--- config.mk ---
export PLATFORM = sky130hd
export DESIGN_NAME = adc_serial_port
export DESIGN_NICKNAME = d
export VERILOG_FILES = /design/src/rtl/adc_serial_port.sv
export SDC_FILE = /design/constraint.sdc
export NUM_CORES = 1
export LEC_CHECK = 0
export ABC_AREA = 1
export BUFFER_PORTS_ARGS = -buffer_cell sky130_fd_sc_hd__buf_2
export CAP_MARGIN = 20
export CORE_MARGIN = 2
export CORE_UTILIZATION = 60
export DETAILED_ROUTE_END_ITERATION = 8
export GPL_TIMING_DRIVEN = 0
export MAX_ROUTING_LAYER = met4
export PLACE_DENSITY = 0.83
export REMOVE_ABC_BUFFERS = 1
export SYNTH_ARGS = -nofsm -noshare
export SYNTH_HDL_FRONTEND = slang
export SYNTH_SLANG_ARGS = --single-unit
--- constraint.sdc ---
create_clock -name clk -period 5 [get_ports clk]
set_input_delay 1 -clock clk [delete_from_list [all_inputs] [get_ports clk]]
set_output_delay 1 -clock clk [all_outputs]
set_load 0.01 [all_outputs]
--- src/rtl/adc_serial_port.sv ---
module adc_serial_port #(
  parameter int RES_W      = 14,
  parameter int SHORT_LEAD = 8,
  parameter int LONG_LEAD  = 16,
  parameter int RX_W       = 16
) (
  input  logic             clk,
  input  logic             rst_n,
  input  logic             cs_n,
  input  logic             sclk,
  input  logic             sdi,
  input  logic             fs_in,
  input  logic             cfg_dsp,
  input  logic             cfg_len16,
  input  logic             conv_done,
  input  logic [RES_W-1:0] conv_data,
  output logic             conv_go,
  output logic             awake,
  output logic             sdo,
  output logic             sdo_en,
  output logic             fs_out,
  output logic [RX_W-1:0]  rx_data
);
  localparam int CW = $clog2(LONG_LEAD + 1);
  localparam int BW = $clog2(RES_W);

  logic sclk_q, cs_q;
  logic active, mode_dsp, len16, have_res, launched, go_q, sdo_q, fs_q;
  logic [CW-1:0]    fcnt;
  logic [BW-1:0]    bits_left;
  logic [RES_W-1:0] res, shreg;
  logic [RX_W-1:0]  rx_q;

  wire sclk_rise = sclk & ~sclk_q;
  wire sclk_fall = ~sclk & sclk_q;
  wire cs_fall   = ~cs_n & cs_q;
  wire cs_rise   = cs_n & ~cs_q;

  wire [CW-1:0] lead    = len16 ? CW'(LONG_LEAD) : CW'(SHORT_LEAD);
  wire [CW-1:0] fcnt_nx = (fcnt == CW'(LONG_LEAD)) ? fcnt : fcnt + 1'b1;
  wire start  = !active && (cfg_dsp ? (sclk_rise && fs_in) : cs_fall);
  wire launch = have_res && !launched && (fcnt_nx >= lead);

  always_ff @(posedge clk or negedge rst_n) begin
    if (!rst_n) begin
      sclk_q <= 1'b0; cs_q <= 1'b1;
      active <= 1'b0; mode_dsp <= 1'b0; len16 <= 1'b0;
      have_res <= 1'b0; launched <= 1'b0; go_q <= 1'b0;
      sdo_q <= 1'b0; fs_q <= 1'b0;
      fcnt <= '0; bits_left <= '0; res <= '0; shreg <= '0; rx_q <= '0;
    end else begin
      sclk_q <= sclk;
      cs_q   <= cs_n;
      go_q   <= 1'b0;
      if (start) begin
        active <= 1'b1; mode_dsp <= cfg_dsp; len16 <= cfg_len16;
        fcnt <= '0; have_res <= 1'b0; launched <= 1'b0; bits_left <= '0;
        sdo_q <= 1'b0; fs_q <= 1'b0; go_q <= 1'b1;
      end else if (active) begin
        if (!mode_dsp && cs_rise) begin
          active <= 1'b0; sdo_q <= 1'b0; fs_q <= 1'b0;
        end else begin
          if (conv_done && !have_res) begin
            res <= conv_data;
            have_res <= 1'b1;
          end
          if (sclk_rise) rx_q <= {rx_q[RX_W-2:0], sdi};
          if (sclk_fall) begin
            fcnt <= fcnt_nx;
            fs_q <= 1'b0;
            if (launch) begin
              sdo_q <= res[RES_W-1];
              shreg <= res << 1;
              bits_left <= BW'(RES_W - 1);
              launched <= 1'b1;
              fs_q <= mode_dsp;
            end else if (launched && bits_left != '0) begin
              sdo_q <= shreg[RES_W-1];
              shreg <= shreg << 1;
              bits_left <= bits_left - 1'b1;
            end else begin
              sdo_q <= 1'b0;
              if (launched && mode_dsp) active <= 1'b0;
            end
          end
        end
      end
    end
  end

  assign conv_go = go_q;
  assign awake   = active;
  assign sdo_en  = active;
  assign sdo     = sdo_q;
  assign fs_out  = fs_q;
  assign rx_data = rx_q;

  AST_CS_RISE_ENDS: assert property (@(posedge clk) disable iff (!rst_n)
    (active && !mode_dsp && cs_rise) |=> !active);
  AST_LOW_BEFORE_MSB: assert property (@(posedge clk) disable iff (!rst_n)
    (active && !launched) |-> !sdo_q);
  AST_FS_DSP_ONLY: assert property (@(posedge clk) disable iff (!rst_n)
    fs_q |-> (active && mode_dsp));
  AST_FS_AT_MSB: assert property (@(posedge clk) disable iff (!rst_n)
    $rose(fs_q) |-> (launched && bits_left == BW'(RES_W - 1)));
  AST_FS_ONE_PERIOD: assert property (@(posedge clk) disable iff (!rst_n)
    (fs_q && sclk_fall) |=> !fs_q);
endmodule

**Word level (Yosys, flattened, before mapping)**

Cells that the tools add are included.

- Register bits after elaboration: 63
- Bits of input ports: 23
- Output and inout port bits: 21
- Word-level logic and storage cells: 101

- Equality and inequality tests: 2
- $add $sub $neg: 2
- Bitwise gates (word level): 10
- Order comparisons: 1
- Reduce and logical (&&, ||, !) cells: 28
- Muxes and demuxes: 43

Operators by type and width:

| operator | count |
|---|---|
| $mux 5 | 6 |
| $mux 1 | 29 |
| $mux 14 | 2 |
| $mux 4 | 6 |
| $reduce_and 4->1 | 4 |
| $reduce_bool 2->1 | 5 |
| $logic_and 1x1->1 | 8 |
| $not 1->1 | 6 |
| $reduce_and 3->1 | 2 |
| $reduce_bool 3->1 | 2 |
| $add 5x1->5 const B | 1 |
| $eq 5x5->1 const B | 1 |
| $ge 5x5->1 | 1 |
| $reduce_and 5->1 | 1 |
| $and 1x1->1 | 4 |
| $logic_not 1->1 | 4 |
| $reduce_bool 4->1 | 1 |
| $sub 4x1->4 const B | 1 |
| $ne 2x2->1 const B | 1 |
| $reduce_and 2->1 | 1 |

**Logic depth before layout (Yosys ltp)**

Gate-level depths: netlist of the first run.

- Depth in word-level cells: 9
- Gate-level depth with buffers: 15
- Mapped depth without buffers: 14

**Worst setup path before layout of the first run**

OpenSTA, ideal clock, no wires.

- Path type: input to register
- From: input port cs_n
- To: register rx_q[10] (netlist: rx_data[10])
- Buffers on the path: 1
- Library setup time: 0.125 ns
- Data required time: 4.875 ns
- Path slack: 2.827 ns
- Arrival: 2.048 ns
- Stages on the path: 8
- Cell sequence: inv_1 > nor3_1 > inv_2 > nand2_1 > inv_2 > nand2_2 > buf_4 > mux2_2

- Longest elaborated chain between the ends: 6
- Elaborated cells between the ends (all ways): 9
- Classes of those cells: 1 x mux; 5 x bitwise; 3 x reduce/logical

Ends and longest elaborated chain:

| what | RTL line | RTL |
|---|---|---|
| from (decl) | 9 | `input logic cs_n,` |
| $not 1->1 | 36 | `wire cs_fall = ~cs_n & cs_q;` |
| $and 1x1->1 | 36 |  |
| $mux 1 | 41 | `wire start = !active && (cfg_dsp ? (sclk_rise && fs_in) : cs_fall);` |
| $logic_and 1x1->1 | 41 |  |
| $not 1->1 (no source line) | n/a |  |
| $reduce_and 4->1 (no source line) * | n/a |  |
| to (signal assigned) | 67 | `if (sclk_rise) rx_q <= {rx_q[RX_W-2:0], sdi};` |
| to (decl) | 32 | `logic [RX_W-1:0] rx_q;` |

Every way passes the cells marked *; elsewhere a longest branch is shown, timed or not.
A chain may end at the register's enable or synchronous reset.

**Worst setup path after layout of the first run**

- From: register fcnt[0]
- To: register bits_left[0]

- Longest elaborated chain between the ends: 9
- Elaborated cells between the ends (all ways): 12
- Classes of those cells: 1 x add/sub; 1 x order compare; 1 x eq/ne; 6 x mux; 3 x reduce/logical

Ends and longest elaborated chain:

| what | RTL line | RTL |
|---|---|---|
| from (decl) | 29 | `logic [CW-1:0] fcnt;` |
| from (signal assigned) | 69 | `fcnt <= fcnt_nx;` |
| $add 5x1->5 / $eq 5x5->1 (equally long branches) | 40 | `wire [CW-1:0] fcnt_nx = (fcnt == CW'(LONG_LEAD)) ? fcnt : fcnt + 1'b1;` |
| $mux 5 * | 40 |  |
| $ge 5x5->1 * | 42 | `wire launch = have_res && !launched && (fcnt_nx >= lead);` |
| $logic_and 1x1->1 * | 42 |  |
| $mux 4 | 71 | `if (launch) begin` |
| $mux 4 | 68 | `if (sclk_fall) begin` |
| $mux 4 | 60 | `if (!mode_dsp && cs_rise) begin` |
| $mux 4 | 59 | `end else if (active) begin` |
| $mux 4 | 55 | `if (start) begin` |
| to (signal assigned) | 74 | `bits_left <= BW'(RES_W - 1);` |
| to (signal assigned) | 80 | `bits_left <= bits_left - 1'b1;` |
| to (decl) | 30 | `logic [BW-1:0] bits_left;` |

Every way passes the cells marked *; elsewhere a longest branch is shown, timed or not. The select of a mux whose other input is x is not followed.

==> flow_metrics.tcl, run 1 <==
set metrics [dict create \
    required_ps 5260 \
    synth_cells 319 \
    cts_inserted_buffers 9 \
    cellPowerDensity_nw_per_um2 524.1 \
    fin_nets 391 \
    ys_async_sr_fraction 1.000 \
    postPlaceCellArea_um2 3058 \
    yosysMostFrequentCell "nand2_1" \
    overflow 0 \
    multiInputGateArea_um2 1111 \
    gp_congestion 0.7916 \
    rsz0062_at_grt "false" \
    first_iter_violations 184 \
    nFillCells 342 \
    synth_top_area_share 0.5403 \
    via_per_inst 5.313 \
    grt_max_degree 33 \
    worstMarginPinSlew_ps 703.2 \
    synth_flop_cell "dfrtp_1" \
    cts_tree "done" \
    worst_slack_ps 2268 \
    synth-seq-area-share 0.5496 \
    max_cap_violations 0 \
    power_leakage_uw 0.001866 \
    ys_warn_count 0 \
    cts_resized 0 \
    grtUsageTotal 0.2400 \
    die_w_um 72.62 \
    mappedNetlistArea_um2 2825 \
    clockBufferDepth 2 \
    grt_pass1_wl_mm 9.494 \
    firstDrtPassIters 4 \
    synth_top_area_cell "dfrtp_1" \
    clock_latency_ps 330 \
    crit_type "reg2reg" \
    drc 0 \
    antenna_found_initial 0 \
    core_um2 4444 \
    initial_utilization 0.6357 \
    ys_types 31 \
    clk_pin_slew_ps 60 \
    ctsHoldBuffers 0 \
    vias 2226 \
    routed_wl_mm 5.392 \
    tns_ps 0 \
    cp-end-kind "flop" \
    hold_path_class "reg2reg" \
    layout-drive-gt1-share 0.2262 \
    ant_nets 0 \
    synth_common_cells "nand2_1 (133), dfrtp_1 (61), nand3_1 (31)" \
    finalSetupViolCount 0 \
    status "finished, final reports clean" \
    ir_drop_mv 0.3755 \
    slew_headroom 0.5312 \
    cts_sinks 62 \
    ys_top_cells_by_area "dfrtp_1 (54%), nand2_1 (18%), nand3_1 (5.5%), mux2_2 (5.2%), inv_1 (2.9%)" \
    fmax_mhz 366.0 \
    clock_skew_ps 5.948 \
    hold_viol 0 \
    arrival_ps 2990 \
    post-cts-setup-buffers 0 \
    place_ws_ps 2322 \
    synth_seq_cells 62 \
    fin_crit_ps 2732 \
    die-area_um2 5274 \
    htree_levels 3 \
    period_share 0.5464 \
    synth_edf_count 0 \
    diodes 0 \
    grt_pass1_vias 2219 \
    root_buffer "clkbuf_8" \
    syn_to_final_growth_pct 16.08 \
    num_io_pins 44 \
    path_max_fanout 19 \
    regArea_um2 1553 \
    startpoint_type "flop" \
    routedWlPerCell_um 12.87 \
    final_area_um2 3279 \
    rows 24 \
    port_buffers 43 \
    die_h_um 72.62 \
    syn_avg_cell_area_um2 8.856 \
    slew_violations 0 \
    dpl.hpwl_mm 3.607 \
]
==> per-stage QoR <==
stage	hold slack, ps	total power (uW)	instances	util
2_1_floorplan	442.2	1076	308	-
3_3_place_gp	458.2	1215	403	0.6836
3_5_place_dp	466.1	1240	404	0.6881
4_1_cts	484.0	1732	419	0.7379
5_1_grt	501.3	1838	419	0.7379
6_report	482.7	1719	419	0.7379
==> final timing paths <==
check                                      from                  endpoint  slack, ps  cells after the start
hold reg to reg            shreg[9]$_DFFE_PN0P_      shreg[9]$_DFFE_PN0P_        480                      2
setup reg to reg            fcnt[0]$_DFFE_PN0P_  bits_left[0]$_DFFE_PN0P_       2270                     12
hold / removal             shreg[9]$_DFFE_PN0P_      shreg[9]$_DFFE_PN0P_        480                      2
min in group asynchronous                 rst_n       fcnt[3]$_DFFE_PN0P_        720                      1
max in group asynchronous                 rst_n     shreg[11]$_DFFE_PN0P_       3670                      2
setup / recovery            fcnt[0]$_DFFE_PN0P_  bits_left[0]$_DFFE_PN0P_       2270                     12
==> flip-flops by register name (all words and copies together) (netlist names) <==
| name | count |
|---|---|
| rx_data | 16 |
| res | 14 |
| shreg | 13 |
| fcnt | 5 |
| bits_left | 4 |
| awake | 1 |
| conv_go | 1 |
| cs_q | 1 |
| fs_out | 1 |
| have_res | 1 |
| launched | 1 |
| len16 | 1 |
| mode_dsp | 1 |
| sclk_q | 1 |
| sdo | 1 |
==> layout by cell type, fill, tap and decap left out, types with 3 or more instances in the layout <==
cell,instances
ha_1,5
buf_2,43
inv_2,3
dfrtp_1,61
nand2_2,3
clkbuf_8,11
inv_1,22
nand3_1,31
o21ai_0,10
nand2_1,133
mux2_2,13
nor2_1,6
==> final cells by class <==
type                    instances  area share
clock buffers                  11     0.04617
repair buffers                 44     0.07173
well taps                      52     0.01984
clock inverters                 4     0.02137
flip-flops and latches         62      0.4735
inverters                      25     0.02861
multi-input cells             221      0.3388
==> where the power goes <==
part	total [uW]	internal, uW	switching [uW]
clock network	488	303	184
registers	744	648	96.0
logic	487	185	302
==> metal layers <==
metal,part of all wire,global-route usage,vias up
met5,0,-,-
met2,0.49,0.3960,44
met3,0.043,0.07044,6
met4,0.0085,0.07407,0
li1,-,-,1096
met1,0.45,0.2860,1080
==> critical path, cell delays in order (launching register included) <==
cell	delay (ps)
dfrtp_1	410
ha_1	230
nand3_1	100
xor2_1	200
inv_1	70
ha_1	280
and3_1	180
nand3_2	80
nand2_2	240
nand2_4	210
a21oi_4	440
nand2_1	120
nand2_1	90
==> logic make-up after synthesis <==
family / Yosys count / share of synthesized area
AO/OA/AOI/OAI: 17 / 0.03676
XOR/XNOR: 3 / 0.009302
adder cells (fa/ha/maj): 5 / 0.02214
buffers and inverters: 36 / 0.05712
flip-flops: 62 / 0.5496
multiplexers: 14 / 0.05580
AND/OR/NAND/NOR: 182 / 0.2693
No activity file was read; power rests on OpenSTA's default activity.
==> run 2: changes to the inputs <==
CORE_UTILIZATION = 51   (was 60)
PLACE_DENSITY = 0.75   (was 0.83)
clock period = 2.5 ns   (was 5 ns; I/O delays follow)
==> run 2 against run 1 <==
Net effect: sequential power increased by 100%; worst hold slack worse by 290 ps; final cell count increased by 6.2%; first-iteration DRC count decreased by 45%; combinational power up 120%; via count grew 0.31%; maximum frequency rose by 18%; register-to-register slack worse by 2100 ps; core utilization shrank 11 points; die area up 17%; largest cell class unchanged; largest power group unchanged.
==> flow_metrics.tcl, run 2 (same netlist as run 1, synthesis figures left out) <==
set metrics [dict create \
    core_um2 5439 \
    worst_slack_ps 189.7 \
    r2r_end "bits_left[3]$_DFFE_PN0P_" \
    period_share 0.9241 \
    worstMarginPinSlew_ps 698.7 \
    nFillCells 441 \
    cts_sinks 62 \
    via_per_inst 5.018 \
    status "finished, final reports clean" \
    die-area_um2 6151 \
    max_cap_violations 0 \
    required_ps 2770 \
    reg2regPathDepth 13 \
    root_buffer "clkbuf_8" \
    ir_drop_mv 0.6616 \
    reg2reg_slack_ps 190 \
    finalSetupViolCount 0 \
    clk_pin_slew_ps 60 \
    clock_skew_ps 7.314 \
    path_max_fanout 7 \
    htree_levels 3 \
    r2r-start "fcnt[0]$_DFFE_PN0P_" \
    place_ws_ps -169.8 \
    arrival_ps 2580 \
    syn_to_final_growth_pct 20.37 \
    cts_tree "done" \
    cts_inserted_buffers 9 \
    fin_crit_ps 2310 \
    initial_utilization 0.5194 \
    rows 27 \
    crit_type "reg2reg" \
    final_cell_mix "nand2_1 (132), dfrtp_1 (61), buf_2 (43)" \
    grtUsageTotal 0.1874 \
    grt_pass1_wl_mm 8.901 \
    ctsHoldBuffers 0 \
    port_buffers 43 \
    die_h_um 78.43 \
    ant_nets 0 \
    firstDrtPassIters 5 \
    final_common_cell "nand2_1" \
    gp_congestion 0.8139 \
    die_w_um 78.43 \
    first_iter_violations 102 \
    slew_headroom 0.5337 \
    overflow 0 \
    postPlaceCellArea_um2 3083 \
    slew_violations 0 \
    fin_hold_ws_ps 190.6 \
    clock_latency_ps 340 \
    grt_max_degree 34 \
    cp-end-kind "flop" \
    antenna_found_initial 0 \
    endpoint "bits_left[3]$_DFFE_PN0P_" \
    fmax_mhz 432.8 \
    cellPowerDensity_nw_per_um2 1013 \
    hold_path_class "in2async" \
    drc 0 \
    layout-drive-gt1-share 0.2440 \
    routedWlPerCell_um 11.94 \
    hold_viol 0 \
    startpoint "fcnt[0]$_DFFE_PN0P_" \
    num_io_pins 44 \
    rsz0062_at_grt "false" \
    largest_reg_flops 16 \
    vias 2233 \
    dpl.hpwl_mm 3.488 \
    clockBufferDepth 2 \
    fin_nets 396 \
    diodes 0 \
    startpoint_type "flop" \
    grt_pass1_vias 2070 \
    routed_wl_mm 5.312 \
    final_area_um2 3401 \
    power_leakage_uw 0.001884 \
]
-- run 2: changes by cell type in the layout (fill, tap and decap cells not counted), sizes merged --
cell | previous run | this run
bufinv | 2 | 1
buf | 44 | 48
clkbuf | 11 | 13
clkinv | 2 | 3
-- run 2: cell type report --
| cell class | instances | area (um^2) | area share |
|---|---|---|---|
| Multi-Input combinational cell | 221 | 1161 | 0.3414 |
| Tap cell | 72 | 90.09 | 0.02649 |
| Inverter | 25 | 93.84 | 0.02759 |
| Timing Repair Buffer | 49 | 302.8 | 0.08904 |
| Sequential cell | 62 | 1553 | 0.4566 |
| Clock buffer | 12 | 155.1 | 0.04562 |
| Clock inverter | 4 | 45.04 | 0.01325 |
-- run 2: how the worst min path moves through the flow --
stage                               startpoint                       to  slack [ps]
after global routing                     rst_n  rx_data[13]$_DFFE_PN0P_         260
final                                    rst_n  rx_data[13]$_DFFE_PN0P_         190
after CTS                                rst_n  rx_data[13]$_DFFE_PN0P_         210
after global placement    shreg[1]$_DFFE_PN0P_     shreg[1]$_DFFE_PN0P_         460
after detailed placement  shreg[1]$_DFFE_PN0P_     shreg[1]$_DFFE_PN0P_         460
after floorplan                          rst_n          awake$_DFF_PN0_         200
-- run 2: worst max-delay path, cell delays in order (launching register included) --
cell and delay, ps:
dfrtp_1 410, ha_2 210, nand3_1 90, xor2_1 190, inv_1 60, ha_1 300, and3_1 190, nand3_2 120
nand2_8 120, nand2_8 70, a21oi_4 220, clkbuf_16 180, nand2_1 50, nand2_1 50
-- run 2: repair_timing --
| action | in CTS | in global routing |
|---|---|---|
| gates resized for setup | 3 | 6 |
| gates cloned | 0 | 1 |
| buffers inserted | 1 | 3 |
| pin swaps | 1 | 3 |
| endpoints found under the setup margin | 17 | 19 |
-- run 2: report_power, final --
part	total [uW]	internal, uW	switching (uW)	leakage, uW
logic	1080	429	650	0.000962
clock network	877	510	368	0.000106
registers	1490	1300	194	0.000816
total	3450	2230	1210	0.00188
-- run 2: per-stage QoR --
step           cells  setup TNS [ps]  total power (uW)    util
2_1_floorplan    308               0              2152       -
3_3_place_gp     423           -2092              2436  0.5631
3_5_place_dp     424           -2569              2474  0.5668
4_1_cts          441               0              3391  0.6108
5_1_grt          445               0              3667  0.6253
6_report         445               0              3446  0.6253
-- run 2: routing by layer --
layer	GRT usage	wire length, um	share of wire	vias to the layer above
li1	-	-	-	1112
met1	0.2291	2366	0.45	1055
met2	0.3034	2571	0.48	56
met3	0.03793	283	0.053	10
met4	0.08421	91	0.017	0
met5	-	0	0	-
